`config.mk`:
```
export PLATFORM = sky130hd
export DESIGN_NAME = seg_xlat_top
export DESIGN_NICKNAME = d
export VERILOG_FILES = /design/src/rtl/seg_xlat_pkg.sv /design/src/rtl/seg_xlat_enable_dec.sv /design/src/rtl/seg_xlat_base_sel.sv /design/src/rtl/seg_xlat_route.sv /design/src/rtl/seg_xlat_top.sv
export SDC_FILE = /design/constraint.sdc
export NUM_CORES = 1
export LEC_CHECK = 0
export ABC_AREA = 1
export BUFFER_PORTS_ARGS = -buffer_cell sky130_fd_sc_hd__buf_4
export CORE_ASPECT_RATIO = 1.75
export CORE_UTILIZATION = 35
export CTS_CLUSTER_DIAMETER = 80
export DETAILED_ROUTE_END_ITERATION = 6
export PLACE_DENSITY = 0.8
export SKIP_CTS_REPAIR_TIMING = 1
export SLEW_MARGIN = 20
export SYNTH_ARGS = -nofsm -noshare
export SYNTH_HDL_FRONTEND = slang
export SYNTH_SLANG_ARGS = --single-unit
```
`constraint.sdc`:
```
create_clock -name clk_i -period 0.8 [get_ports clk_i]
set_input_delay 0.04 -clock clk_i [delete_from_list [all_inputs] [get_ports clk_i]]
set_output_delay 0.04 -clock clk_i [all_outputs]
set_load 0.005 [all_outputs]
```
`src/rtl/seg_xlat_pkg.sv`:
```
package seg_xlat_pkg;
  localparam int unsigned ADDR_W   = 32;
  localparam int unsigned SEG_W    = 4;
  localparam int unsigned CFG_W    = 32;
  localparam int unsigned NUM_SEG  = 1 << SEG_W;
  localparam int unsigned HALF_SEG = NUM_SEG / 2;
  localparam int unsigned BASE_W   = HALF_SEG * SEG_W;

  typedef enum logic [1:0] {
    ROUTE_BYPASS  = 2'd0,
    ROUTE_SEGMENT = 2'd1,
    ROUTE_PAGE    = 2'd2
  } route_e;

  typedef struct packed {
    logic r;
    logic w;
    logic x;
  } perm_t;
endpackage

```
`src/rtl/seg_xlat_enable_dec.sv`:
```
module seg_xlat_enable_dec #(
  parameter int unsigned CFG_W  = 32,
  parameter int unsigned EN_LSB = 2,
  parameter int unsigned EN_MSB = 3
) (
  input  logic [CFG_W-1:0] gcfg_i,
  output logic             mmu_on_o
);
  localparam int unsigned EN_CNT = EN_MSB - EN_LSB + 1;
  localparam logic [CFG_W-1:0] EN_MASK = {{(CFG_W-EN_CNT){1'b0}}, {EN_CNT{1'b1}}} << EN_LSB;

  // a mask keeps every config bit in use while only the enable field counts
  assign mmu_on_o = |(gcfg_i & EN_MASK);
endmodule

```
`src/rtl/seg_xlat_base_sel.sv`:
```
module seg_xlat_base_sel #(
  parameter int unsigned SEG_W = 4
) (
  input  logic [SEG_W-1:0]                   seg_i,
  input  logic [(1<<SEG_W)/2*SEG_W-1:0]      base_lo_i,
  input  logic [(1<<SEG_W)/2*SEG_W-1:0]      base_hi_i,
  output logic [SEG_W-1:0]                   base_o
);
  localparam int unsigned NUM_SEG  = 1 << SEG_W;
  localparam int unsigned HALF_SEG = NUM_SEG / 2;

  logic [SEG_W-1:0] base_tbl [NUM_SEG];

  for (genvar g = 0; g < HALF_SEG; g++) begin : g_slot
    assign base_tbl[g]          = base_lo_i[g*SEG_W +: SEG_W];
    assign base_tbl[g+HALF_SEG] = base_hi_i[g*SEG_W +: SEG_W];
  end

  assign base_o = base_tbl[seg_i];
endmodule

```
`src/rtl/seg_xlat_route.sv`:
```
module seg_xlat_route
  import seg_xlat_pkg::*;
#(
  parameter int unsigned SEG_W = 4,
  parameter int unsigned CFG_W = 32
) (
  input  logic             mmu_on_i,
  input  logic             user_i,
  input  logic [SEG_W-1:0] seg_i,
  input  logic [CFG_W-1:0] mcfg_i,
  output route_e           route_o
);
  logic seg_en;

  assign seg_en = mcfg_i[seg_i];

  always_comb begin
    if (!mmu_on_i)                 route_o = ROUTE_BYPASS;
    else if (!user_i && seg_en)    route_o = ROUTE_SEGMENT;
    else                           route_o = ROUTE_PAGE;
  end
endmodule

```
`src/rtl/seg_xlat_top.sv`:
```
module seg_xlat_top
  import seg_xlat_pkg::*;
#(
  parameter int unsigned ADDR_W = seg_xlat_pkg::ADDR_W,
  parameter int unsigned SEG_W  = seg_xlat_pkg::SEG_W,
  parameter int unsigned CFG_W  = seg_xlat_pkg::CFG_W
) (
  input  logic              clk_i,
  input  logic              rst_ni,
  input  logic              req_i,
  input  logic [ADDR_W-1:0] vaddr_i,
  input  logic              user_i,
  input  logic [CFG_W-1:0]  gcfg_i,
  input  logic [CFG_W-1:0]  mcfg_i,
  input  logic [(1<<SEG_W)/2*SEG_W-1:0] base_lo_i,
  input  logic [(1<<SEG_W)/2*SEG_W-1:0] base_hi_i,
  output logic              valid_o,
  output logic [ADDR_W-1:0] paddr_o,
  output logic              perm_r_o,
  output logic              perm_w_o,
  output logic              perm_x_o,
  output logic              page_lookup_o
);
  localparam int unsigned OFS_W = ADDR_W - SEG_W;
  localparam perm_t PERM_ALL  = '{r: 1'b1, w: 1'b1, x: 1'b1};
  localparam perm_t PERM_NONE = '{r: 1'b0, w: 1'b0, x: 1'b0};

  logic              mmu_on;
  logic [SEG_W-1:0]  seg;
  logic [SEG_W-1:0]  seg_base;
  route_e            route;
  logic [ADDR_W-1:0] paddr_d, paddr_q;
  perm_t             perm_d, perm_q;
  logic              lookup_d, lookup_q;
  logic              valid_q;

  assign seg = vaddr_i[ADDR_W-1 -: SEG_W];

  seg_xlat_enable_dec #(.CFG_W(CFG_W), .EN_LSB(2), .EN_MSB(3)) u_en (
    .gcfg_i   (gcfg_i),
    .mmu_on_o (mmu_on)
  );

  seg_xlat_base_sel #(.SEG_W(SEG_W)) u_base (
    .seg_i     (seg),
    .base_lo_i (base_lo_i),
    .base_hi_i (base_hi_i),
    .base_o    (seg_base)
  );

  seg_xlat_route #(.SEG_W(SEG_W), .CFG_W(CFG_W)) u_route (
    .mmu_on_i (mmu_on),
    .user_i   (user_i),
    .seg_i    (seg),
    .mcfg_i   (mcfg_i),
    .route_o  (route)
  );

  always_comb begin
    unique case (route)
      ROUTE_BYPASS: begin
        paddr_d  = vaddr_i;
        perm_d   = PERM_ALL;
        lookup_d = 1'b0;
      end
      ROUTE_SEGMENT: begin
        paddr_d  = {seg_base, vaddr_i[OFS_W-1:0]};
        perm_d   = PERM_ALL;
        lookup_d = 1'b0;
      end
      default: begin
        paddr_d  = vaddr_i;   // handed on for the page lookup
        perm_d   = PERM_NONE;
        lookup_d = 1'b1;
      end
    endcase
  end

  always_ff @(posedge clk_i or negedge rst_ni) begin
    if (!rst_ni) begin
      valid_q  <= 1'b0;
      paddr_q  <= '0;
      perm_q   <= PERM_NONE;
      lookup_q <= 1'b0;
    end else begin
      valid_q <= req_i;
      if (req_i) begin
        paddr_q  <= paddr_d;
        perm_q   <= perm_d;
        lookup_q <= lookup_d;
      end
    end
  end

  assign valid_o       = valid_q;
  assign paddr_o       = paddr_q;
  assign perm_r_o      = perm_q.r;
  assign perm_w_o      = perm_q.w;
  assign perm_x_o      = perm_q.x;
  assign page_lookup_o = lookup_q;

  p_valid_after_req_r2: assert property (@(posedge clk_i) disable iff (!rst_ni)
    req_i |=> valid_o);
  p_valid_idle_r2: assert property (@(posedge clk_i) disable iff (!rst_ni)
    !req_i |=> !valid_o);
  p_off_passthru_r4: assert property (@(posedge clk_i) disable iff (!rst_ni)
    (req_i && gcfg_i[3:2] == 2'b00) |=>
      (paddr_o == $past(vaddr_i) && perm_r_o && perm_w_o && perm_x_o && !page_lookup_o));
  p_user_no_remap_r8: assert property (@(posedge clk_i) disable iff (!rst_ni)
    (req_i && user_i && gcfg_i[3:2] != 2'b00) |=> page_lookup_o);
  p_remap_offset_r7: assert property (@(posedge clk_i) disable iff (!rst_ni)
    (req_i && route == ROUTE_SEGMENT) |=>
      (paddr_o[OFS_W-1:0] == $past(vaddr_i[OFS_W-1:0]) && perm_x_o && !page_lookup_o));
  p_lookup_no_perm_r9: assert property (@(posedge clk_i) disable iff (!rst_ni)
    page_lookup_o |-> (!perm_r_o && !perm_w_o && !perm_x_o));
  p_hold_r10: assert property (@(posedge clk_i) disable iff (!rst_ni)
    !req_i |=> ($stable(paddr_o) && $stable(page_lookup_o) && $stable(perm_w_o)));
endmodule

```
==> impl_metrics.toml, run 1 <==
[run_status]
outcome = "finished, violations left"
violations = "negative hold slack, negative setup slack"

[placed_design]
numPortBuffers = 154
placedCellCount = 610
dp.final_hpwl_mm = 5.84
globalplace.congestion = 0.791
dpl_cell_area_um2 = 3660

[synthesis]
synth_top_family_by_area = "simple AND/OR/NAND/NOR gates"
post_synth_fa_ha_maj_area_fraction = 0
post_synth_mux_area_share = 0
synth_unique_cells = 20
synth_xor_xnor_area_share = 0
synth_simple_gate_area_share = 0.507
synthCells = 379
mappedNetlistNets = 543
synth_area_per_cell_um2 = 6.13
netlist_area_um2 = 2320
synth-compound-area-share = 0.0113
synth-seq-area-share = 0.377
yosys_register_bits = 35
synthesis.yosys.warnings = 0

[min_path]
hp-class = "primary input to flip-flop"
timing.hold.worst_path_depth = 3
holdCritStartpoint = "vaddr_i[0]"
min_delay_worst_endpoint = "paddr_o[0]"

[timing]
postLayoutSetupSlackWorst_ns = -0.154
fin_setup_tns_ns = -1.27
grt_setup_unrepaired = "yes"
worstMarginPinSlew_ns = 0.423
timing.final.max_slew_violations = 0
finalHoldViolCount = 7
layout_worst_path_cycle_share = 1.19
post-route-min-period_ns = 0.954
slew-limit-headroom = 0.718
report.final.setup_viol = 42
max_freq_mhz = 1050
finClkSkew_ns = 0
worst_hold_slack_ns = -0.0230

[final_layout]
finish.cell_count_without_fillers = 652
final_nets = 734
stdcell_area_um2 = 4420
finalCoreUtilization = 0.681
antenna_cells_inserted = 0
layout-area-overhead-vs-synth_pct = 90.0
final_layout_size_suffix_gt1_frac = 0.382

[die]
core-area_um2 = 6490
die_w_um = 63.6
initial_core_util = 0.358
fp.dieArea_um2 = 6980
die_height_um = 110
top_level_ports = 201
row_count = 39

[route]
drt_iter0_markers = 118
drt-total-wl_mm = 8.47
detail_route.vias_per_cell = 4.74
vias = 3092
drt_pre_antenna_iters = 4
detail-route-antenna-nets = 0
drcViolationCount = 0
route.detailed.wl_per_inst_um = 13.0

[setup_path]
r2r_end = "paddr_o[10]"
crit_start = "vaddr_i[28]"
critical_path.cell_chain = "buf_12 -> buf_12 -> o211ai_1 -> nand3_1 -> nand2_1 -> nand2_1 -> nand2_1 -> nand4_1 -> nand3_2 -> nand2_1"
startpoint_type = "primary input"
timing.critical_path.arrival_ns = 1.12
reg2reg_from = "paddr_o[10]"
setup.reg_to_reg.worst_slack_ns = 0.04
cp.required_ns = 0.96
critical-path-top-cell-by-count = "sky130_fd_sc_hd__nand2_1"
path_buf_inv = 2
max_stage_delay_ns = 0.22
setup.worst_path.class = "primary input to flip-flop"
timing.critical_path.max_delay_family = "simple AND/OR/NAND/NOR gates"
timing.critical_path.slowest_stage_cell = "sky130_fd_sc_hd__o211ai_1"
timing.critical_path.to_type = "flip-flop"
critPathMaxFanout = 12
worst-r2r-cell-count = 3

[grt]
remaining_overflow_grt = 0
met1_track_demand_over_resource_in_global_routing = 0.190
grt_antenna_before_repair = 0
grt_use_met3 = 0.0571
gr_busiest_metal = "met2"
grt_pass1_wl_mm = 11.1
use_met2 = 0.396
grt_usage = 0.199
number_of_global_route_vias_before_repair = 2653
largest_net_degree_at_the_start_of_global_routing = 36

[pwr]
pwr_density_cell_nw_per_um2 = 1340
vdd.ir_drop.worst_v = 0.000956
power.static_leakage_nw = 2.52

[clocking]
cts_max_path_buffers = 2
numCtsBuffers = 5
clock_sink_count = 35
cts_tree = "built"
later_pin_clock_latency_in_the_skew_report_ns = 0.27
htreeDepth = 2
root_buffer = "sky130_fd_sc_hd__clkbuf_16"
cts.clk_slew.worst_paths_ns = 0.05

[flow_run]
drv_cap = 0
[report_power, final]
group / internal, mW / total [mW] / switching (mW)
registers: 1.94 / 2.06 / 0.117
clock network: 1.21 / 1.82 / 0.610
logic: 1.20 / 2.03 / 0.827
[layer usage]
layer  up-vias  share of wire
met4         0          0.038
met2       176           0.56
met3        28          0.066
li1       1539              -
met1      1349           0.33
met5         -              0
[flip-flops by register name, indices dropped and copies added, names as in the netlist]
signal	count
perm_x_o	1
valid_o	1
paddr_o	32
page_lookup_o	1
[through the flow]
step,setup WS [ns],total power [mW]
5_1_grt,-0.229,6.21
3_5_place_dp,-0.433,3.68
6_report,-0.154,5.90
3_3_place_gp,-0.357,3.64
2_1_floorplan,-0.209,2.72
4_1_cts,-0.155,5.53
[final cells by class]
| type | count | area [um^2] |
|---|---|---|
| Fill cell | 529 | 2070 |
| Sequential cell | 35 | 876 |
| Inverter | 29 | 125 |
| Timing Repair Buffer | 208 | 1900 |
| Clock buffer | 6 | 139 |
| Tap cell | 82 | 103 |
| Clock inverter | 1 | 5.00 |
| Multi-Input combinational cell | 291 | 1260 |
[worst max path at each step]
| stage | cells past startpoint | slack [ns] | end |
|---|---|---|---|
| global route | 11 | -0.23 | paddr_o[30] |
| global placement | 11 | -0.36 | paddr_o[29] |
| detailed placement | 11 | -0.43 | paddr_o[30] |
| finish | 10 | -0.15 | paddr_o[30] |
| CTS | 11 | -0.15 | paddr_o[30] |
| floorplan | 12 | -0.21 | paddr_o[29] |
[placed cells by master (no fill, tap or decap), drive strengths merged]
master and n:
nand2 227, nand4 4, o21ai 1, dlygate4sd3 18
buf 185, nor2 3, nand3 53, clkbuf 11
inv 27, a31oi 1, o211ai 1, dfrtp 35
o21a 1, clkinvlp 1, clkinv 2
[synthesized netlist by cell type (all sizes together)]
master  number  area, um^2
buf         16         103
dfrtp       35         876
clkbuf       8        30.0
o21a         1        7.51
nor2         3        11.3
inv         28         108
clkinv       1        3.75
o21ai        1        5.00
nand2      227         862
a31oi        1        6.26
nand3       53         280
o211ai       1        7.51
nand4        4        25.0
[worst min-delay path, delay by kind of cell]
kind,cells,cell delay [ns]
simple gates,2,0.10
buf+inv,1,0.07
[cells by family (layout without fill, tap and decap cells)]
logic type / after synthesis / in the layout
DFF: 35 / 35
buffers and inverters: 53 / 244
AOI/OAI and AO/OA: 4 / 4
and+or+nand+nor: 287 / 287
Note: power is estimated with default switching activity, not from simulation.
==> run 2: changes to the inputs <==
--- a/config.mk
+++ b/config.mk
@@ -8,12 +8,13 @@
 export ABC_AREA = 1
 export BUFFER_PORTS_ARGS = -buffer_cell sky130_fd_sc_hd__buf_4
 export CORE_ASPECT_RATIO = 1.75
-export CORE_UTILIZATION = 35
+export CORE_UTILIZATION = 36
 export CTS_CLUSTER_DIAMETER = 80
 export DETAILED_ROUTE_END_ITERATION = 6
-export PLACE_DENSITY = 0.8
+export PLACE_DENSITY = 0.79
 export SKIP_CTS_REPAIR_TIMING = 1
 export SLEW_MARGIN = 20
 export SYNTH_ARGS = -nofsm -noshare
 export SYNTH_HDL_FRONTEND = slang
+export SYNTH_HIERARCHICAL = 1
 export SYNTH_SLANG_ARGS = --single-unit
==> run 2 against run 1 <==
  * Fmax down 5.0%
  * Via count stayed put
  * Critical path depth increased by 1
  * Synthesized area rose by 8.9%
  * Total power down 1.2%
  * The flow still finishes with violations (negative hold slack, negative setup slack)
  * Count of clock-buffer cells in the layout unchanged
  * Worst setup slack worse by 0.050 ns
  * Global-route usage shrank 0.49 points
  * Non-clock buffer count fell by 13
==> impl_metrics.toml, run 2 <==
[synthesis]
synth_unique_cells = 14
synth_simple_gate_area_share = 0.444
synth_area_per_cell_um2 = 6.08
synth_top_family_by_area = "simple AND/OR/NAND/NOR gates"
netlist_area_um2 = 2530
post_synth_mux_area_share = 0
synthTopCellsByArea = "sky130_fd_sc_hd__dfrtp_1 (35%), sky130_fd_sc_hd__nand2_1 (31%), sky130_fd_sc_hd__nand3_1 (13%), sky130_fd_sc_hd__inv_1 (11%), sky130_fd_sc_hd__buf_6 (4.9%)"
synth-compound-area-share = 0.00494
synth-seq-area-share = 0.346
post_synth_fa_ha_maj_area_fraction = 0
synthMostInstantiatedCell = "sky130_fd_sc_hd__nand2_1"
mappedNetlistNets = 580
synth.top_cells.by_count = "sky130_fd_sc_hd__nand2_1 (207), sky130_fd_sc_hd__inv_1 (73), sky130_fd_sc_hd__nand3_1 (68), sky130_fd_sc_hd__dfrtp_1 (35), sky130_fd_sc_hd__buf_6 (11)"
synth_xor_xnor_area_share = 0
synthCells = 416
yosys_register_bits = 35
synth_flop_cell = "sky130_fd_sc_hd__dfrtp_1"
synthDominantAreaCellType = "sky130_fd_sc_hd__dfrtp_1"
synthesis.yosys.warnings = 6
post-synth-top-area-fraction = 0.346
async_reset_ff_frac = 1.00
synth_edf_count = 0

[die]
top_level_ports = 201
row_count = 40
initial_core_util = 0.372
die_height_um = 113
die_w_um = 65.4
fp.dieArea_um2 = 7380
core-area_um2 = 6810

[timing]
finalHoldViolCount = 7
finClkSkew_ns = 0
worstMarginPinSlew_ns = 0.422
grt_setup_unrepaired = "yes"
slew-limit-headroom = 0.718
post-route-min-period_ns = 1.00
max_freq_mhz = 996
worst_hold_slack_ns = -0.0272
fin_setup_tns_ns = -1.98
postLayoutSetupSlackWorst_ns = -0.204
layout_worst_path_cycle_share = 1.26
timing.final.max_slew_violations = 0
report.final.setup_viol = 42

[grt]
number_of_global_route_vias_before_repair = 2754
grt_antenna_before_repair = 0
grt_pass1_wl_mm = 11.3
grt_usage = 0.194
largest_net_degree_at_the_start_of_global_routing = 36
remaining_overflow_grt = 0

[route]
detail-route-antenna-nets = 0
drt-total-wl_mm = 8.45
drt_iter0_markers = 144
route.detailed.wl_per_inst_um = 12.4
maxUsedRoutingLayer = "met4"
drt_pre_antenna_iters = 5
route.met2.wl_mm = 4.69
wl_met3_um = 499
detail_route.vias_per_cell = 4.54
drcViolationCount = 0
vias = 3092
met1Wirelength_mm = 3.08

[final_layout]
finalCoreUtilization = 0.644
final_common_cell = "sky130_fd_sc_hd__nand2_1"
layout-area-overhead-vs-synth_pct = 73.3
stdcell_area_um2 = 4390
largest_register_ff_count = 32
final_layout_size_suffix_gt1_frac = 0.352
final_nets = 761
antenna_cells_inserted = 0
mostFrequentLayoutCells = "sky130_fd_sc_hd__nand2_1 (197), sky130_fd_sc_hd__buf_4 (133), sky130_fd_sc_hd__inv_1 (71), sky130_fd_sc_hd__nand3_1 (62), sky130_fd_sc_hd__buf_6 (37)"

[run_status]
outcome = "finished, violations left"
violations = "negative hold slack, negative setup slack"

[pwr]
power_frac_clock = 0.315
power_report.internal_total_mw = 4.27
vdd.ir_drop.worst_v = 0.000771
total_switching_power_mw = 1.57
power.static_leakage_nw = 2.64
pwr_density_cell_nw_per_um2 = 1330
total_power_mw = 5.83
power.share.combinational = 0.330
seq_power_share = 0.355
p_sw_frac = 0.268

[placed_design]
globalplace.congestion = 0.968
numPortBuffers = 154
dp.final_hpwl_mm = 5.72
dpl_cell_area_um2 = 3710

[clocking]
cts_tree = "built"
later_pin_clock_latency_in_the_skew_report_ns = 0.27
clock_sink_count = 35
numCtsBuffers = 5
cts.clk_slew.worst_paths_ns = 0.05
cts_max_path_buffers = 2
root_buffer = "sky130_fd_sc_hd__clkbuf_16"
htreeDepth = 2

[setup_path]
worst-r2r-cell-count = 2
setup.worst_path.class = "primary input to flip-flop"
timing.critical_path.arrival_ns = 1.17
cp.required_ns = 0.97
timing.critical_path.to_type = "flip-flop"
critPathMaxFanout = 6
startpoint_type = "primary input"

[min_path]
timing.hold.worst_path_depth = 3
hp-class = "primary input to flip-flop"

[flow_run]
drv_cap = 0
## run 2: cell families (layout without fill, tap and decap cells)
logic type / after synthesis / count (layout)
simple gates: 276 / 276
buf+inv: 103 / 284
flops: 35 / 35
compound gates: 2 / 2
## run 2: critical path: stages
cell                        delay, ns
sky130_fd_sc_hd__clkbuf_16       0.14
sky130_fd_sc_hd__nand2_1         0.09
sky130_fd_sc_hd__nand3_1         0.12
sky130_fd_sc_hd__nand3_2         0.10
sky130_fd_sc_hd__nand3_2         0.07
sky130_fd_sc_hd__nand2_2         0.08
sky130_fd_sc_hd__nand2_2         0.07
sky130_fd_sc_hd__nor2_4          0.20
sky130_fd_sc_hd__nand3_2         0.12
sky130_fd_sc_hd__nand3_2         0.08
sky130_fd_sc_hd__nand2_1         0.05
## run 2: metal layers
metal  GRT usage  vias up
li1            -     1582
met1       0.203     1354
met2       0.360      139
met3      0.0242       17
met4       0.107        0
met5           0        -
## run 2: layout make-up
| class | count | area [um^2] |
|---|---|---|
| flip-flops and latches | 35 | 876 |
| fillers | 569 | 2420 |
| clock inverters | 1 | 5.00 |
| well taps | 84 | 105 |
| repair buffers | 195 | 1720 |
| inverters | 82 | 333 |
| multi-input cells | 278 | 1210 |
| clock buffers | 6 | 139 |
## run 2: final timing paths
| check | from | to | slack, ns |
|---|---|---|---|
| setup / recovery | vaddr_i[28] | paddr_o[30] | -0.20 |
| hold / removal | vaddr_i[3] | paddr_o[3] | -0.03 |
| setup reg to reg | perm_r_o | perm_r_o | -0.06 |
| hold reg to reg | paddr_o[5] | paddr_o[5] | 0.49 |
| max in group asynchronous | rst_ni | paddr_o[22] | 0.23 |
| min in group asynchronous | rst_ni | paddr_o[9] | 0.26 |
## run 2: metrics by stage
stage	setup WS [ns]	std cells
after global placement	-0.447	642
final	-0.204	681
after global routing	-0.305	681
after floorplan	-0.261	416
after CTS	-0.266	649
after detailed placement	-0.554	642
## run 2: power by group through the flow
stage / Clock, mW / Sequential (mW) / Combinational (mW)
3_3_place_gp: 0 / 2.05 / 1.54
4_1_cts: 1.87 / 2.03 / 1.58
3_5_place_dp: 0 / 2.05 / 1.57
6_report: 1.84 / 2.07 / 1.92
5_1_grt: 1.94 / 2.08 / 2.12
2_1_floorplan: 0 / 2.07 / 0.716
==> run 3: changes to the inputs <==
--- a/config.mk
+++ b/config.mk
@@ -8,10 +8,10 @@
 export ABC_AREA = 1
 export BUFFER_PORTS_ARGS = -buffer_cell sky130_fd_sc_hd__buf_4
 export CORE_ASPECT_RATIO = 1.75
-export CORE_UTILIZATION = 36
+export CORE_UTILIZATION = 30
 export CTS_CLUSTER_DIAMETER = 80
 export DETAILED_ROUTE_END_ITERATION = 6
-export PLACE_DENSITY = 0.79
+export PLACE_DENSITY = 0.68
 export SKIP_CTS_REPAIR_TIMING = 1
 export SLEW_MARGIN = 20
 export SYNTH_ARGS = -nofsm -noshare
==> run 3 against run 2 <==
  * The flow still finishes with violations (negative hold slack, negative setup slack)
  * Clock skew is the same
  * Final cell count grew 2.1%
  * Critical path depth grew 2
  * Clock power grew 17%
  * Total power grew 6.1%
  * Cell area grew 3.9%
  * Largest cell class unchanged
  * Largest power group is now the clock network
  * Highest routed layer unchanged
==> impl_metrics.toml, run 3 (same netlist as run 2, synthesis figures left out) <==
[grt]
met1_track_demand_over_resource_in_global_routing = 0.177
use_met2 = 0.348
grt_usage = 0.173
gr_busiest_metal = "met2"
remaining_overflow_grt = 0
number_of_global_route_vias_before_repair = 2828
grt_use_met3 = 0.0196
largest_net_degree_at_the_start_of_global_routing = 36
grt_antenna_before_repair = 0
grt_pass1_wl_mm = 12.0

[run_status]
outcome = "finished, violations left"
violations = "negative hold slack, negative setup slack"

[final_layout]
final_common_cell = "sky130_fd_sc_hd__nand2_1"
mostFrequentLayoutCells = "sky130_fd_sc_hd__nand2_1 (192), sky130_fd_sc_hd__buf_4 (132), sky130_fd_sc_hd__inv_1 (70), sky130_fd_sc_hd__nand3_1 (52), sky130_fd_sc_hd__buf_6 (37)"
finish.cell_count_without_fillers = 695
final.fill_count = 793
final_layout_size_suffix_gt1_frac = 0.378
layout-area-overhead-vs-synth_pct = 80.0
final_nets = 766
largest_register_ff_count = 32
antenna_cells_inserted = 0
finalCoreUtilization = 0.552

[timing]
max_freq_mhz = 935
worst_hold_slack_ns = -0.0265
grt_setup_unrepaired = "yes"
finClkSkew_ns = 0
finalHoldViolCount = 2
timing.final.max_slew_violations = 0
fin_setup_tns_ns = -1.98
post-route-min-period_ns = 1.07
report.final.setup_viol = 42
worstMarginPinSlew_ns = 0.430
postLayoutSetupSlackWorst_ns = -0.269
slew-limit-headroom = 0.713
layout_worst_path_cycle_share = 1.34

[min_path]
timing.hold.worst_path_depth = 3
hp-class = "primary input to flip-flop"
holdCritStartpoint = "vaddr_i[8]"
min_delay_worst_endpoint = "paddr_o[8]"

[route]
detail_route.vias_per_cell = 4.49
drt-total-wl_mm = 8.34
drcViolationCount = 0
detail-route-antenna-nets = 0
drt_pre_antenna_iters = 4
vias = 3118
drt_iter0_markers = 77
route.detailed.wl_per_inst_um = 12.0

[clocking]
htreeDepth = 2
root_buffer = "sky130_fd_sc_hd__clkbuf_16"
numCtsBuffers = 5
later_pin_clock_latency_in_the_skew_report_ns = 0.27
cts_tree = "built"
clock_sink_count = 35
cts_max_path_buffers = 2
cts.clk_slew.worst_paths_ns = 0.05

[setup_path]
reg2reg_from = "paddr_o[0]"
timing.critical_path.max_delay_family = "simple AND/OR/NAND/NOR gates"
timing.critical_path.slowest_stage_cell = "sky130_fd_sc_hd__nor2_4"
timing.critical_path.to_type = "flip-flop"
path_buf_inv = 2
worst-r2r-cell-count = 3
setup.worst_path.class = "primary input to flip-flop"
timing.critical_path.arrival_ns = 1.29
r2r_end = "paddr_o[0]"
setup.reg_to_reg.worst_slack_ns = 0.06
startpoint_type = "primary input"
cp.required_ns = 1.02
critical_path.cell_chain = "buf_16 -> buf_12 -> nand2_4 -> nand3_2 -> nand3_2 -> nand3_2 -> nand2_4 -> nand2_4 -> nor2_4 -> nand2_4 -> nand2_2 -> nand3_1 -> nand2_1"
critPathMaxFanout = 6
max_stage_delay_ns = 0.21
critical-path-top-cell-by-count = "sky130_fd_sc_hd__nand2_4"

[placed_design]
globalplace.congestion = 0.819
placedCellCount = 650
dp.final_hpwl_mm = 6.11
numPortBuffers = 154

[flow_run]
drv_cap = 0

[die]
top_level_ports = 201
die_height_um = 124
row_count = 44
die_w_um = 71.4
fp.dieArea_um2 = 8820
initial_core_util = 0.307
core-area_um2 = 8260

[pwr]
power.static_leakage_nw = 2.71
vdd.ir_drop.worst_v = 0.000811
pwr_density_cell_nw_per_um2 = 1360
## run 3: routing by layer
metal,up-vias,routed length [um]
met5,-,0
met4,0,137
met3,11,394
met2,121,4780
met1,1396,3030
li1,1590,-
## run 3: worst reg2reg max path, cell delays in order (launching register included)
cell and delay, ns:
sky130_fd_sc_hd__dfrtp_1 0.39, sky130_fd_sc_hd__buf_4 0.14, sky130_fd_sc_hd__nand2_1 0.06, sky130_fd_sc_hd__nand2_1 0.05
## run 3: worst max path at each step
stage / start / end / slack [ns] / cells past startpoint
5_1_grt: vaddr_i[28] / paddr_o[29] / -0.35 / 13
4_1_cts: vaddr_i[28] / paddr_o[30] / -0.32 / 11
2_1_floorplan: vaddr_i[28] / paddr_o[28] / -0.26 / 13
3_5_place_dp: vaddr_i[28] / paddr_o[30] / -0.62 / 11
6_report: vaddr_i[28] / paddr_o[29] / -0.27 / 13
3_3_place_gp: vaddr_i[28] / paddr_o[30] / -0.58 / 11
## run 3: final cells by class
class | count | area [um^2] | area share
well taps | 92 | 115 | 0.0253
clock buffers | 5 | 125 | 0.0275
inverters | 82 | 335 | 0.0736
repair buffers | 200 | 1770 | 0.387
clock inverters | 3 | 43.8 | 0.00961
flip-flops and latches | 35 | 877 | 0.192
multi-input cells | 278 | 1290 | 0.284
## run 3: per-stage QoR
stage | hold slack (ns) | area (um^2) | setup slack (ns) | power (mW)
after global routing | 0.00315 | 4560 | -0.346 | 6.56
after CTS | -0.285 | 3870 | -0.323 | 5.82
after global placement | 0.00142 | 3700 | -0.584 | 3.61
after floorplan | -0.256 | 2560 | -0.261 | 2.78
final | -0.0265 | 4560 | -0.269 | 6.19
after detailed placement | 0.0124 | 3700 | -0.616 | 3.63
## run 3: where the power goes
group          switching (mW)  internal (mW)  leakage, nW
Sequential              0.123           1.94        0.424
Combinational           0.835           1.14         2.20
Clock                   0.685           1.47       0.0838
Total                    1.64           4.55         2.71
